File: config.mk
export PLATFORM = sky130hd
export DESIGN_NAME = brlr_resolver
export DESIGN_NICKNAME = d
export VERILOG_FILES = /design/src/rtl/brlr_pkg.sv /design/src/rtl/brlr_decode.sv /design/src/rtl/brlr_count_unit.sv /design/src/rtl/brlr_cond_unit.sv /design/src/rtl/brlr_resolver.sv
export SDC_FILE = /design/constraint.sdc
export NUM_CORES = 1
export LEC_CHECK = 0
export ABC_AREA = 1
export BUFFER_PORTS_ARGS = -buffer_cell sky130_fd_sc_hd__buf_2
export CAP_MARGIN = 20
export CELL_PAD_IN_SITES_DETAIL_PLACEMENT = 0
export CELL_PAD_IN_SITES_GLOBAL_PLACEMENT = 1
export CORE_ASPECT_RATIO = 0.75
export CORE_MARGIN = 4
export CORE_UTILIZATION = 35
export DETAILED_ROUTE_END_ITERATION = 12
export PLACE_DENSITY = 0.94
export SYNTH_ARGS = -nofsm -noshare
export SYNTH_HDL_FRONTEND = slang
export SYNTH_SLANG_ARGS = --single-unit
File: constraint.sdc
create_clock -name clk -period 7.75 [get_ports clk]
set_input_delay 2.325 -clock clk [delete_from_list [all_inputs] [get_ports clk]]
set_output_delay 2.325 -clock clk [all_outputs]
set_load 0.05 [all_outputs]
File: src/rtl/brlr_pkg.sv
package brlr_pkg;
  localparam int INSN_W     = 32;
  localparam int PRIM_W     = 6;
  localparam int EXT_W      = 10;
  localparam int FLD_W      = 5;
  localparam logic [PRIM_W-1:0] PRIM_OP = 6'd19;
  localparam logic [EXT_W-1:0]  EXT_OP  = 10'd16;

  typedef struct packed {
    logic             no_cond;   // skip condition test
    logic             cond_want; // required value of selected bit
    logic             no_count;  // skip count decrement and test
    logic             want_zero; // count test polarity
    logic [FLD_W-1:0] bit_sel;   // condition bit index, 0 = MSB
    logic             link;      // write return address
  } brlr_fields_t;
endpackage

File: src/rtl/brlr_decode.sv
module brlr_decode
  import brlr_pkg::*;
(
  input  logic [INSN_W-1:0] insn,
  output brlr_fields_t      fields,
  output logic              match
);
  logic [PRIM_W-1:0] prim;
  logic [EXT_W-1:0]  ext;
  logic              unused_bits;

  assign prim = insn[31:26];
  assign ext  = insn[10:1];
  assign match = (prim == PRIM_OP) && (ext == EXT_OP);

  always_comb begin
    fields.no_cond   = insn[25];
    fields.cond_want = insn[24];
    fields.no_count  = insn[23];
    fields.want_zero = insn[22];
    fields.bit_sel   = insn[20:16];
    fields.link      = insn[0];
  end

  // prediction hint and the unused source field carry no behaviour
  assign unused_bits = &{1'b0, insn[21], insn[15:11]};
endmodule

File: src/rtl/brlr_count_unit.sv
module brlr_count_unit #(
  parameter int CNT_W = 32
) (
  input  logic [CNT_W-1:0] count,
  input  logic             no_count,
  input  logic             want_zero,
  output logic [CNT_W-1:0] count_next,
  output logic             dec_en,
  output logic             count_ok
);
  localparam logic [CNT_W-1:0] ONE = {{(CNT_W-1){1'b0}}, 1'b1};

  logic nonzero;

  assign dec_en     = !no_count;
  assign count_next = count - ONE;
  assign nonzero    = |count_next;
  assign count_ok   = no_count || (nonzero ^ want_zero);
endmodule

File: src/rtl/brlr_cond_unit.sv
module brlr_cond_unit #(
  parameter int CR_W  = 32,
  parameter int FLD_W = 5
) (
  input  logic [CR_W-1:0]  cr,
  input  logic [FLD_W-1:0] bit_sel,
  input  logic             no_cond,
  input  logic             cond_want,
  output logic             cond_ok
);
  localparam int SEL_W = $clog2(CR_W);

  logic [CR_W-1:0]  cr_rev;
  logic [SEL_W-1:0] idx;
  logic             picked;

  // reverse so that index 0 addresses the most significant bit
  for (genvar g = 0; g < CR_W; g++) begin : g_rev
    assign cr_rev[g] = cr[CR_W-1-g];
  end

  assign idx     = bit_sel[SEL_W-1:0];
  assign picked  = cr_rev[idx];
  assign cond_ok = no_cond || (picked == cond_want);
endmodule

File: src/rtl/brlr_resolver.sv
module brlr_resolver
  import brlr_pkg::*;
#(
  parameter int ADDR_W = 32,
  parameter int CNT_W  = 32,
  parameter int CR_W   = 32
) (
  input  logic              clk,
  input  logic              rst,
  input  logic              in_valid,
  input  logic [INSN_W-1:0] insn,
  input  logic [ADDR_W-1:0] cia,
  input  logic [CR_W-1:0]   cr,
  input  logic [CNT_W-1:0]  ctr_in,
  input  logic [ADDR_W-1:0] lr_in,
  output logic              out_valid,
  output logic [ADDR_W-1:0] nia,
  output logic              taken,
  output logic              ctr_we,
  output logic [CNT_W-1:0]  ctr_wdata,
  output logic              lr_we,
  output logic [ADDR_W-1:0] lr_wdata,
  output logic              bad_insn
);
  localparam logic [ADDR_W-1:0] STEP = ADDR_W'(4);

  brlr_fields_t      f;
  logic              match;
  logic [CNT_W-1:0]  cnt_next;
  logic              dec_en;
  logic              count_ok;
  logic              cond_ok;
  logic              take_c;
  logic [ADDR_W-1:0] seq_addr;
  logic [ADDR_W-1:0] target;
  logic              unused_lr;

  brlr_decode u_dec (
    .insn   (insn),
    .fields (f),
    .match  (match)
  );

  brlr_count_unit #(.CNT_W(CNT_W)) u_cnt (
    .count      (ctr_in),
    .no_count   (f.no_count),
    .want_zero  (f.want_zero),
    .count_next (cnt_next),
    .dec_en     (dec_en),
    .count_ok   (count_ok)
  );

  brlr_cond_unit #(.CR_W(CR_W), .FLD_W(FLD_W)) u_cond (
    .cr        (cr),
    .bit_sel   (f.bit_sel),
    .no_cond   (f.no_cond),
    .cond_want (f.cond_want),
    .cond_ok   (cond_ok)
  );

  assign take_c    = match && count_ok && cond_ok;
  assign seq_addr  = cia + STEP;
  assign target    = {lr_in[ADDR_W-1:2], 2'b00};
  assign unused_lr = &{1'b0, lr_in[1:0]};

  always_ff @(posedge clk) begin
    if (rst) begin
      out_valid <= 1'b0;
      taken     <= 1'b0;
      ctr_we    <= 1'b0;
      lr_we     <= 1'b0;
      bad_insn  <= 1'b0;
      nia       <= '0;
      ctr_wdata <= '0;
      lr_wdata  <= '0;
    end else begin
      out_valid <= in_valid;
      if (in_valid) begin
        taken     <= take_c;
        ctr_we    <= match && dec_en;
        lr_we     <= match && f.link;
        bad_insn  <= !match;
        nia       <= take_c ? target : seq_addr;
        ctr_wdata <= cnt_next;
        lr_wdata  <= seq_addr;
      end else begin
        taken    <= 1'b0;
        ctr_we   <= 1'b0;
        lr_we    <= 1'b0;
        bad_insn <= 1'b0;
      end
    end
  end
endmodule

## After elaboration in Yosys (flattened, before gate mapping)

Cells that the tools add are included.

| word-level totals | value |
|---|---|
| bits in registers | 101 |
| input bits | 163 |
| output and inout port bits | 101 |
| word-level logic and storage cells | 30 |

| cells by class | value |
|---|---|
| add/sub/neg operators | 2 |
| $lt $le $gt $ge | 1 |
| eq/ne operators | 3 |
| mux-type cells | 3 |
| bitwise operators | 2 |
| reductions and logical operators | 11 |

Operators with widths:

| kind | number |
|---|---|
| $add A32 B3 Y32 const B | 1 |
| $mux W32 | 1 |
| $reduce_or A32 Y1 | 1 |
| $sub A32 B1 Y32 const B | 1 |
| $eq A10 B5 Y1 const B | 1 |
| $eq A6 B5 Y1 const B | 1 |
| $lt A5 B6 Y1 const B | 1 |
| $bmux W1 S5 | 1 |
| $logic_and A1 B1 Y1 | 5 |
| $logic_not A1 Y1 | 2 |
| $logic_or A1 B1 Y1 | 2 |
| $reduce_or A2 Y1 | 1 |
| $eq A1 B1 Y1 | 1 |
| $mux W1 | 1 |
| $not A1 Y1 | 1 |
| $xor A1 B1 Y1 | 1 |

## Longest topological paths before layout

Gate-level depths: netlist (run 1).

| logic depth | value |
|---|---|
| depth in word-level cells | 7 |
| gate-level depth with buffers | 19 |
| gate-level depth less buffers | 18 |

## By module

From an unflattened synthesis (run 1), not the netlist that was laid out.

| second synthesis, totals | value |
|---|---|
| cell total of the unflattened synthesis | 1,066 |
| area, all modules | 6,513.7 um^2 |

Modules (own cells, without submodules):

| module | times used | cells each | area each (um^2) | sequential area each (um^2) |
|---|---|---|---|---|
| brlr_resolver | 1 | 671 | 4,643.2 | 2,021.9 |
| brlr_count_unit | 1 | 277 | 1,287.5 | 0.0 |
| brlr_cond_unit | 1 | 81 | 406.6 | 0.0 |
| brlr_decode | 1 | 37 | 176.4 | 0.0 |

## Least setup slack after synthesis (run 1)

OpenSTA, ideal clock, no wires.

| timing path | value |
|---|---|
| kind | input to register |
| start point | in ctr_in[1] |
| end point | reg nia[30] |
| setup time | 0.131 ns |
| arrival | 4.076 ns |
| required time | 7.619 ns |
| path slack | 3.543 ns |
| stages on the path | 16 |
| buffers on the path | 1 |
| cell sequence | inv_1 > ha_1 > nand2_2 > nor2_4 > nand2_2 > o21ai_1 > nand2_1 > nor2_1 > nand2_1 > nor2_1 > nand4_1 > nand3_4 > buf_2 > nand3_1 > nand3_1 > a21oi_2 |

| between the ends | value |
|---|---|
| word-level cells in the longest chain between the ends | 7 |

RTL lines:

| what | line | source |
|---|---|---|
| start: declaration | brlr_resolver.sv:14 | `input logic [CNT_W-1:0] ctr_in,` |
| $sub A32 B1 Y32 | brlr_count_unit.sv:16 | `assign count_next = count - ONE;` |
| $reduce_or A32 Y1 | brlr_count_unit.sv:17 | `assign nonzero = \|count_next;` |
| $xor A1 B1 Y1 | brlr_count_unit.sv:18 | `assign count_ok = no_count \|\| (nonzero ^ want_zero);` |
| $logic_or A1 B1 Y1 | brlr_count_unit.sv:18 |  |
| $logic_and A1 B1 Y1 (2 in series) | brlr_resolver.sv:61 | `assign take_c = match && count_ok && cond_ok;` |
| $mux W32 | brlr_resolver.sv:83 | `nia <= take_c ? target : seq_addr;` |
| end signal: assignment | brlr_resolver.sv:83 |  |
| end: declaration | brlr_resolver.sv:17 | `output logic [ADDR_W-1:0] nia,` |

No other way between the ends.
A chain may end at the register's enable or synchronous reset.

## Final worst setup path (run 1)

| timing path | value |
|---|---|
| start point | in ctr_in[5] |
| end point | reg nia[7] |

Same word-level chain as after synthesis.

==> key figures, run 1 <==
Detailed routing
  – Routed vias: 7101
  – Post-route antenna net violation count: 0
  – DR DRC count: 0
  – Detailed Routing Iterations Pass 1: 5
  – Violation count after the first detailed-routing iteration: 543
  – Routed len/inst: 14.6 um
  – Vias/cell: 4.74
  – Routed WL: 21900 um

STA
  – Slew @ Worst Pin: 0.767 ns
  – Setup TNS: 0 ns
  – Max Fclk: 194 MHz
  – Min Tclk post-route: 5.15 ns
  – Clock Skew: 0 ns
  – Slew headroom: 48.9%
  – Pins Over Slew Limit: 0
  – RSZ-0062 raised after global routing: false
  – Setup violations, final: 0
  – Crit share post-route: 66.4%
  – Hold Vio Cnt, Final: 0
  – Final worst-path setup slack: 2.60 ns

Min path
  – Hold_sp: lr_wdata[0]
  – Worst Hold Class: flip-flop to flip-flop

Power and ir drop
  – Clk pwr share: 32.5%
  – Peak supply drop: 0.0000993 V
  – Leak: 0.00442 uW
  – Pwr dens: 173 nW/um^2
  – Switching share of total power: 35.6%
  – Overall Power: 1370 uW
  – Internal Pwr Total: 885 uW
  – NetSw: 490 uW
  – Sequential share of power: 41.4%
  – Combinational share of power: 26.1%

Die
  – Die width: 162 um
  – Std cell rows: 42
  – Core Region: 17600 sq um
  – Area of the die: 20100 sq um
  – Die height: 124 um
  – Io pins: 264
  – Initial Utilization: 35.6%

Setup path
  – CP bufs+invs: 1
  – Reg2Reg Launch Point: ctr_wdata[27]
  – Critical Path Sink Type: flip-flop
  – CP max FO: 33
  – Critical Path Max Stage Delay: 0.51 ns
  – Crit path arrival time: 5.34 ns
  – Top cell family by delay on the critical path: simple AND/OR/NAND/NOR gates
  – Setup CP Type: input pin to flip-flop
  – CP dominant cell by count: nand2_1
  – CP Launch Point: ctr_in[5]
  – CP cell instances: buf_2 > nor2_1 > nand2_1 > nor2_4 > nand2_1 > o21ai_1 > nand2_1 > nor2_1 > nand2_1 > nor2_1 > nand3_1 > nand2_1 > nand3_4 > nand2_4 > nand2_1 > nand3_1 > a21oi_1
  – CP required: 7.95 ns
  – Startpoint Class: input pin
  – Crit-path slowest cell: nand2_4

Run status
  – Status: finished, final reports clean

Job
  – Max Cap Viol: 0

Synthesis
  – Post-Syn Nets: 1192
  – Syn_area_per_cell: 6.10 sq um
  – Synth top cells by count: nand2_1 (241), inv_1 (166), nor2_1 (154), dfxtp_1 (101), nand3_1 (100)
  – Async SR Flop Fraction: 0%
  – Post-Syn Area: 6260 sq um
  – Area contributors post-synth: dfxtp_1 (32%), nand2_1 (14%), inv_1 (10%), nor2_1 (9.2%), nand3_1 (8.0%)
  – Synth warn: 0
  – Flops & latches, synth: 101
  – Part of the Yosys area used for sequential elements: 32.3%
  – Unique masters post-synth: 32
  – Count leader, synth: nand2_1
  – Post-Synthesis Cells: 1026
  – Share of the synthesized area in the top cell type: 32.3%
  – Post-synth top flop: dfxtp_1
  – Post-synth EDFFs: 0
  – Cell taking the most area after synthesis: dfxtp_1

Finish
  – Fin area: 7970 sq um
  – Final std cells w/o fill: 1499
  – Area grow syn2layout: 27.3%
  – Layout Nets: 1418
  – Antenna Cells: 0
  – Share of layout cells above drive strength 1: 23.9%

Clock network
  – Root Driver: clkbuf_16
  – Max Root-Sink Buffers: 2
  – Clk slew on worst S/H paths: 0.07 ns
  – CTS buffer count: 9
  – CTS sink count: 101
  – H-tree depth: 3
  – CTS tree: built
  – Post-CTS Setup Inserts: 0
  – Clock Latency Late Sink: 0.34 ns
  – Cts repair resizes: 0
  – # hold bufs at CTS: 0

Place
  – Hpwl dp: 17000 um
  – Area post-placement: 7650 sq um
  – # port buffers: 255
  – Routability Congestion: 0.917
  – DP Cell Count: 1482
  – Dpl ws: 2.22 ns

Global routing
  – Largest net degree at the start of global routing: 76
  – Tot GR Track Use: 20.9%
  – Global-route wire length before repair: 33400 um
  – Initial antenna violation count: 0
  – Global route overflow: 0
  – Vias in the first global route: 6258
-- state kept, by name (all words and copies together), names as in the netlist --
register	flops
bad_insn	1
ctr_wdata	32
ctr_we	1
lr_wdata	32
lr_we	1
nia	32
out_valid	1
taken	1
-- power by group through the flow --
| stage | combinational, uW | sequential, uW | clock, uW |
|---|---|---|---|
| floorplan | 124 | 694 | 0 |
| global placement | 357 | 580 | 0 |
| detailed placement | 358 | 581 | 0 |
| CTS | 359 | 569 | 466 |
| global route | 391 | 573 | 487 |
| finish | 358 | 569 | 447 |
-- cell families after synthesis --
kind of cell	Yosys count	share of synthesized area, %
buffers and inverters	218	13.8
AO/OA/AOI/OAI	127	11.6
AND/OR/NAND/NOR	549	37.9
XOR/XNOR	28	3.92
flip-flops	101	32.3
adder cells (fa/ha/maj)	3	0.600
-- placed cells by master (no fill, tap or decap), types with 2 or more instances in the layout --
| cell type | n |
|---|---|
| a21oi_1 | 42 |
| buf_2 | 254 |
| buf_4 | 4 |
| clkbuf_16 | 9 |
| clkinv_4 | 3 |
| dfxtp_1 | 101 |
| ha_1 | 3 |
| inv_1 | 166 |
| inv_2 | 8 |
| nand2_1 | 241 |
| nand2_2 | 3 |
| nand3_1 | 100 |
| nand3b_1 | 8 |
| nand4_1 | 15 |
| nor2_1 | 154 |
| nor2_2 | 5 |
| nor2_4 | 4 |
| nor3_1 | 8 |
| nor3_2 | 3 |
| nor4_1 | 4 |
| o211ai_1 | 30 |
| o21ai_0 | 43 |
| o21ai_1 | 8 |
| o31ai_1 | 2 |
| xnor2_1 | 4 |
| xor2_1 | 24 |
-- cell type report --
| cell class | count | area, sq um |
|---|---|---|
| fillers | 1917 | 9640 |
| inverters | 174 | 653 |
| repair buffers | 259 | 1320 |
| clock buffers | 10 | 239 |
| flip-flops and latches | 101 | 2020 |
| well taps | 242 | 303 |
| clock inverters | 6 | 53.8 |
| multi-input cells | 707 | 3380 |
-- tightest hold or removal path: stages (launching register included) --
cell     delay, ns
dfxtp_1       0.31
nand2_1       0.06
a21oi_1       0.05
-- stage by stage --
stage / util (%) / hold WS (ns)
finish: 45.3 / 0.463
detailed placement: 43.5 / 0.453
CTS: 45.1 / 0.465
global route: 45.3 / 0.479
global placement: 43.5 / 0.450
floorplan: - / 0.684
-- final timing paths --
path / slack, ns / cells past startpoint / end
hold reg to reg: 0.46 / 2 / lr_wdata[0]
setup / recovery: 2.60 / 17 / nia[7]
setup reg to reg: 7.02 / 4 / ctr_wdata[27]
hold / removal: 0.46 / 2 / lr_wdata[0]
-- routing by layer --
layer / vias up / global-route usage, % / share of wire, % / wire (um)
li1: 3672 / - / - / -
met1: 3178 / 30.1 / 49 / 10800
met2: 238 / 32.6 / 43 / 9410
met3: 13 / 4.37 / 6.8 / 1480
met4: 0 / 4.23 / 0.89 / 195
met5: - / 0 / 0 / 0
No activity file was read; power rests on OpenSTA's default activity.
==> run 2: changes to the inputs <==
--- a/config.mk
+++ b/config.mk
@@ -12,9 +12,9 @@
 export CELL_PAD_IN_SITES_GLOBAL_PLACEMENT = 1
 export CORE_ASPECT_RATIO = 0.75
 export CORE_MARGIN = 4
-export CORE_UTILIZATION = 35
+export CORE_UTILIZATION = 29
 export DETAILED_ROUTE_END_ITERATION = 12
-export PLACE_DENSITY = 0.94
+export PLACE_DENSITY = 0.84
 export SYNTH_ARGS = -nofsm -noshare
 export SYNTH_HDL_FRONTEND = slang
 export SYNTH_SLANG_ARGS = --single-unit
==> constraint.sdc (replaced) <==
create_clock -name clk -period 4.6 [get_ports clk]
set_input_delay 1.38 -clock clk [delete_from_list [all_inputs] [get_ports clk]]
set_output_delay 1.38 -clock clk [all_outputs]
set_load 0.05 [all_outputs]
==> key figures, run 2 (synthesized netlist as in run 1, its figures left out) <==
Run status
  – Status: finished, final reports clean (unchanged)

STA
  – Min Tclk post-route: 3.92 ns
  – RSZ-0062 raised after global routing: false (unchanged)
  – Slew headroom: 63.3% (was 48.9%)
  – Slew @ Worst Pin: 0.550 ns (was 0.767 ns)
  – Hold Vio Cnt, Final: 0 (unchanged)
  – Setup violations, final: 0 (unchanged)
  – Max Fclk: 255 MHz
  – Pins Over Slew Limit: 0 (unchanged)
  – Crit share post-route: 85.2%
  – Setup TNS: 0 ns (unchanged)
  – Clock Skew: 0 ns (unchanged)

Die
  – Area of the die: 24000 sq um (was 20100 sq um)
  – Io pins: 264 (unchanged)
  – Core Region: 21200 sq um (was 17600 sq um)
  – Die width: 178 um (was 162 um)
  – Die height: 135 um (was 124 um)
  – Std cell rows: 46 (was 42)
  – Initial Utilization: 29.5% (was 35.6%)

Clock network
  – CTS tree: built (unchanged)
  – CTS sink count: 101 (unchanged)
  – Clock Latency Late Sink: 0.35 ns (was 0.34 ns)
  – Clk slew on worst S/H paths: 0.07 ns (about the same)
  – Max Root-Sink Buffers: 2 (unchanged)
  – # hold bufs at CTS: 0 (unchanged)
  – CTS buffer count: 9 (unchanged)
  – Cts repair resizes: 0 (unchanged)
  – H-tree depth: 3 (unchanged)
  – Root Driver: clkbuf_16 (unchanged)
  – Post-CTS Setup Inserts: 0 (unchanged)

Global routing
  – Global route overflow: 0 (unchanged)
  – Global-route wire length before repair: 35800 um (was 33400 um)
  – Initial antenna violation count: 6 (was 0)
  – Largest net degree at the start of global routing: 56 (was 76)
  – Vias in the first global route: 6668 (was 6258)
  – Tot GR Track Use: 19.0% (was 20.9%)

Detailed routing
  – Violation count after the first detailed-routing iteration: 443 (was 543)
  – Routed vias: 7100 (was 7101)
  – Detailed Routing Iterations Pass 1: 5 (unchanged)
  – Post-route antenna net violation count: 0 (unchanged)
  – Routed WL: 23400 um (was 21900 um)
  – DR DRC count: 0 (unchanged)
  – Vias/cell: 4.57 (was 4.74)
  – Routed len/inst: 15.1 um (was 14.6 um)

Finish
  – Area grow syn2layout: 28.4% (was 27.3%)
  – Layout Nets: 1423 (was 1418)
  – Top Registers: ctr_wdata x32, lr_wdata x32, nia x32 (unchanged)
  – Commonest cells after routing, fill and taps aside: buf_2 (254), nand2_1 (241), inv_1 (166), nor2_1 (154), dfxtp_1 (101) (unchanged)
  – Share of layout cells above drive strength 1: 24.2% (was 23.9%)
  – Commonest non-fill, non-tap cell in the layout: buf_2 (unchanged)
  – Final std cells w/o fill: 1552 (was 1499)

Job
  – Max Cap Viol: 0 (unchanged)

Setup path
  – CP required: 4.83 ns (was 7.95 ns)
  – Setup CP Type: input pin to flip-flop (unchanged)
  – Startpoint Class: input pin (unchanged)
  – CP max FO: 33 (unchanged)
  – Crit path arrival time: 4.14 ns (was 5.34 ns)
  – Critical Path Sink Type: flip-flop (unchanged)

Place
  – # port buffers: 255 (unchanged)
  – Hpwl dp: 18900 um (was 17000 um)
  – Routability Congestion: 0.910 (was 0.917)
  – DP Cell Count: 1534 (was 1482)

Power and ir drop
  – Pwr dens: 286 nW/um^2 (was 173 nW/um^2)
  – Leak: 0.00443 uW (was 0.00442 uW)
  – Peak supply drop: 0.000166 V (was 0.0000993 V)

Min path
  – Worst Hold Class: flip-flop to flip-flop (unchanged)
run 2: layer usage:
| metal | track usage [%] | up-vias | routed length (um) |
|---|---|---|---|
| met1 | 26.7 | 3150 | 11300 |
| met2 | 28.6 | 236 | 9820 |
| met3 | 5.47 | 29 | 1870 |
| li1 | - | 3677 | - |
| met5 | 0 | - | 42 |
| met4 | 5.24 | 8 | 377 |
run 2: worst paths after layout:
path	depth (start not counted)	end	slack, ns	from
min reg2reg	2	nia[5]	0.47	nia[5]
max reg2reg	4	ctr_wdata[29]	3.90	ctr_wdata[29]
max	17	nia[23]	0.68	ctr_in[5]
min	2	nia[5]	0.47	nia[5]
run 2: area by class of cell:
cell class                      count  area [sq um]
Multi-Input combinational cell    707          3380
Inverter                          174           653
Timing Repair Buffer              264          1350
Sequential cell                   101          2020
Antenna cell                        2          5.00
Clock inverter                      6          46.3
Tap cell                          288           360
Clock buffer                       10           229
Fill cell                        2424         13100
run 2: worst max-delay path, cell delays in order:
cell and delay (ns):
buf_2 0.12, nor2_1 0.21, nand2_1 0.17, nor2_4 0.29, nand2_1 0.14, nand2_1 0.08, nand2_1 0.09, nor2_1 0.27
nand2_1 0.14, nor3_2 0.20, nand3_1 0.10, nand2_1 0.11, nand3_4 0.14, nand2_4 0.39, nand2_1 0.14, nand3_1 0.10
a21oi_1 0.06
run 2: power by group:
group / internal [uW] / switching (uW)
combinational: 170 / 440
clock: 372 / 363
sequential: 930 / 28.3
run 2: metrics by stage:
step	setup WS (ns)	total power (uW)	instance area, sq um	hold WS [ns]	utilization [%]
floorplan	1.34	1380	6260	0.684	-
global placement	0.393	1590	7760	0.447	36.6
detailed placement	0.388	1590	7760	0.454	36.6
CTS	0.767	2340	8030	0.466	37.9
global route	0.410	2430	8040	0.477	37.9
finish	0.682	2300	8040	0.465	37.9
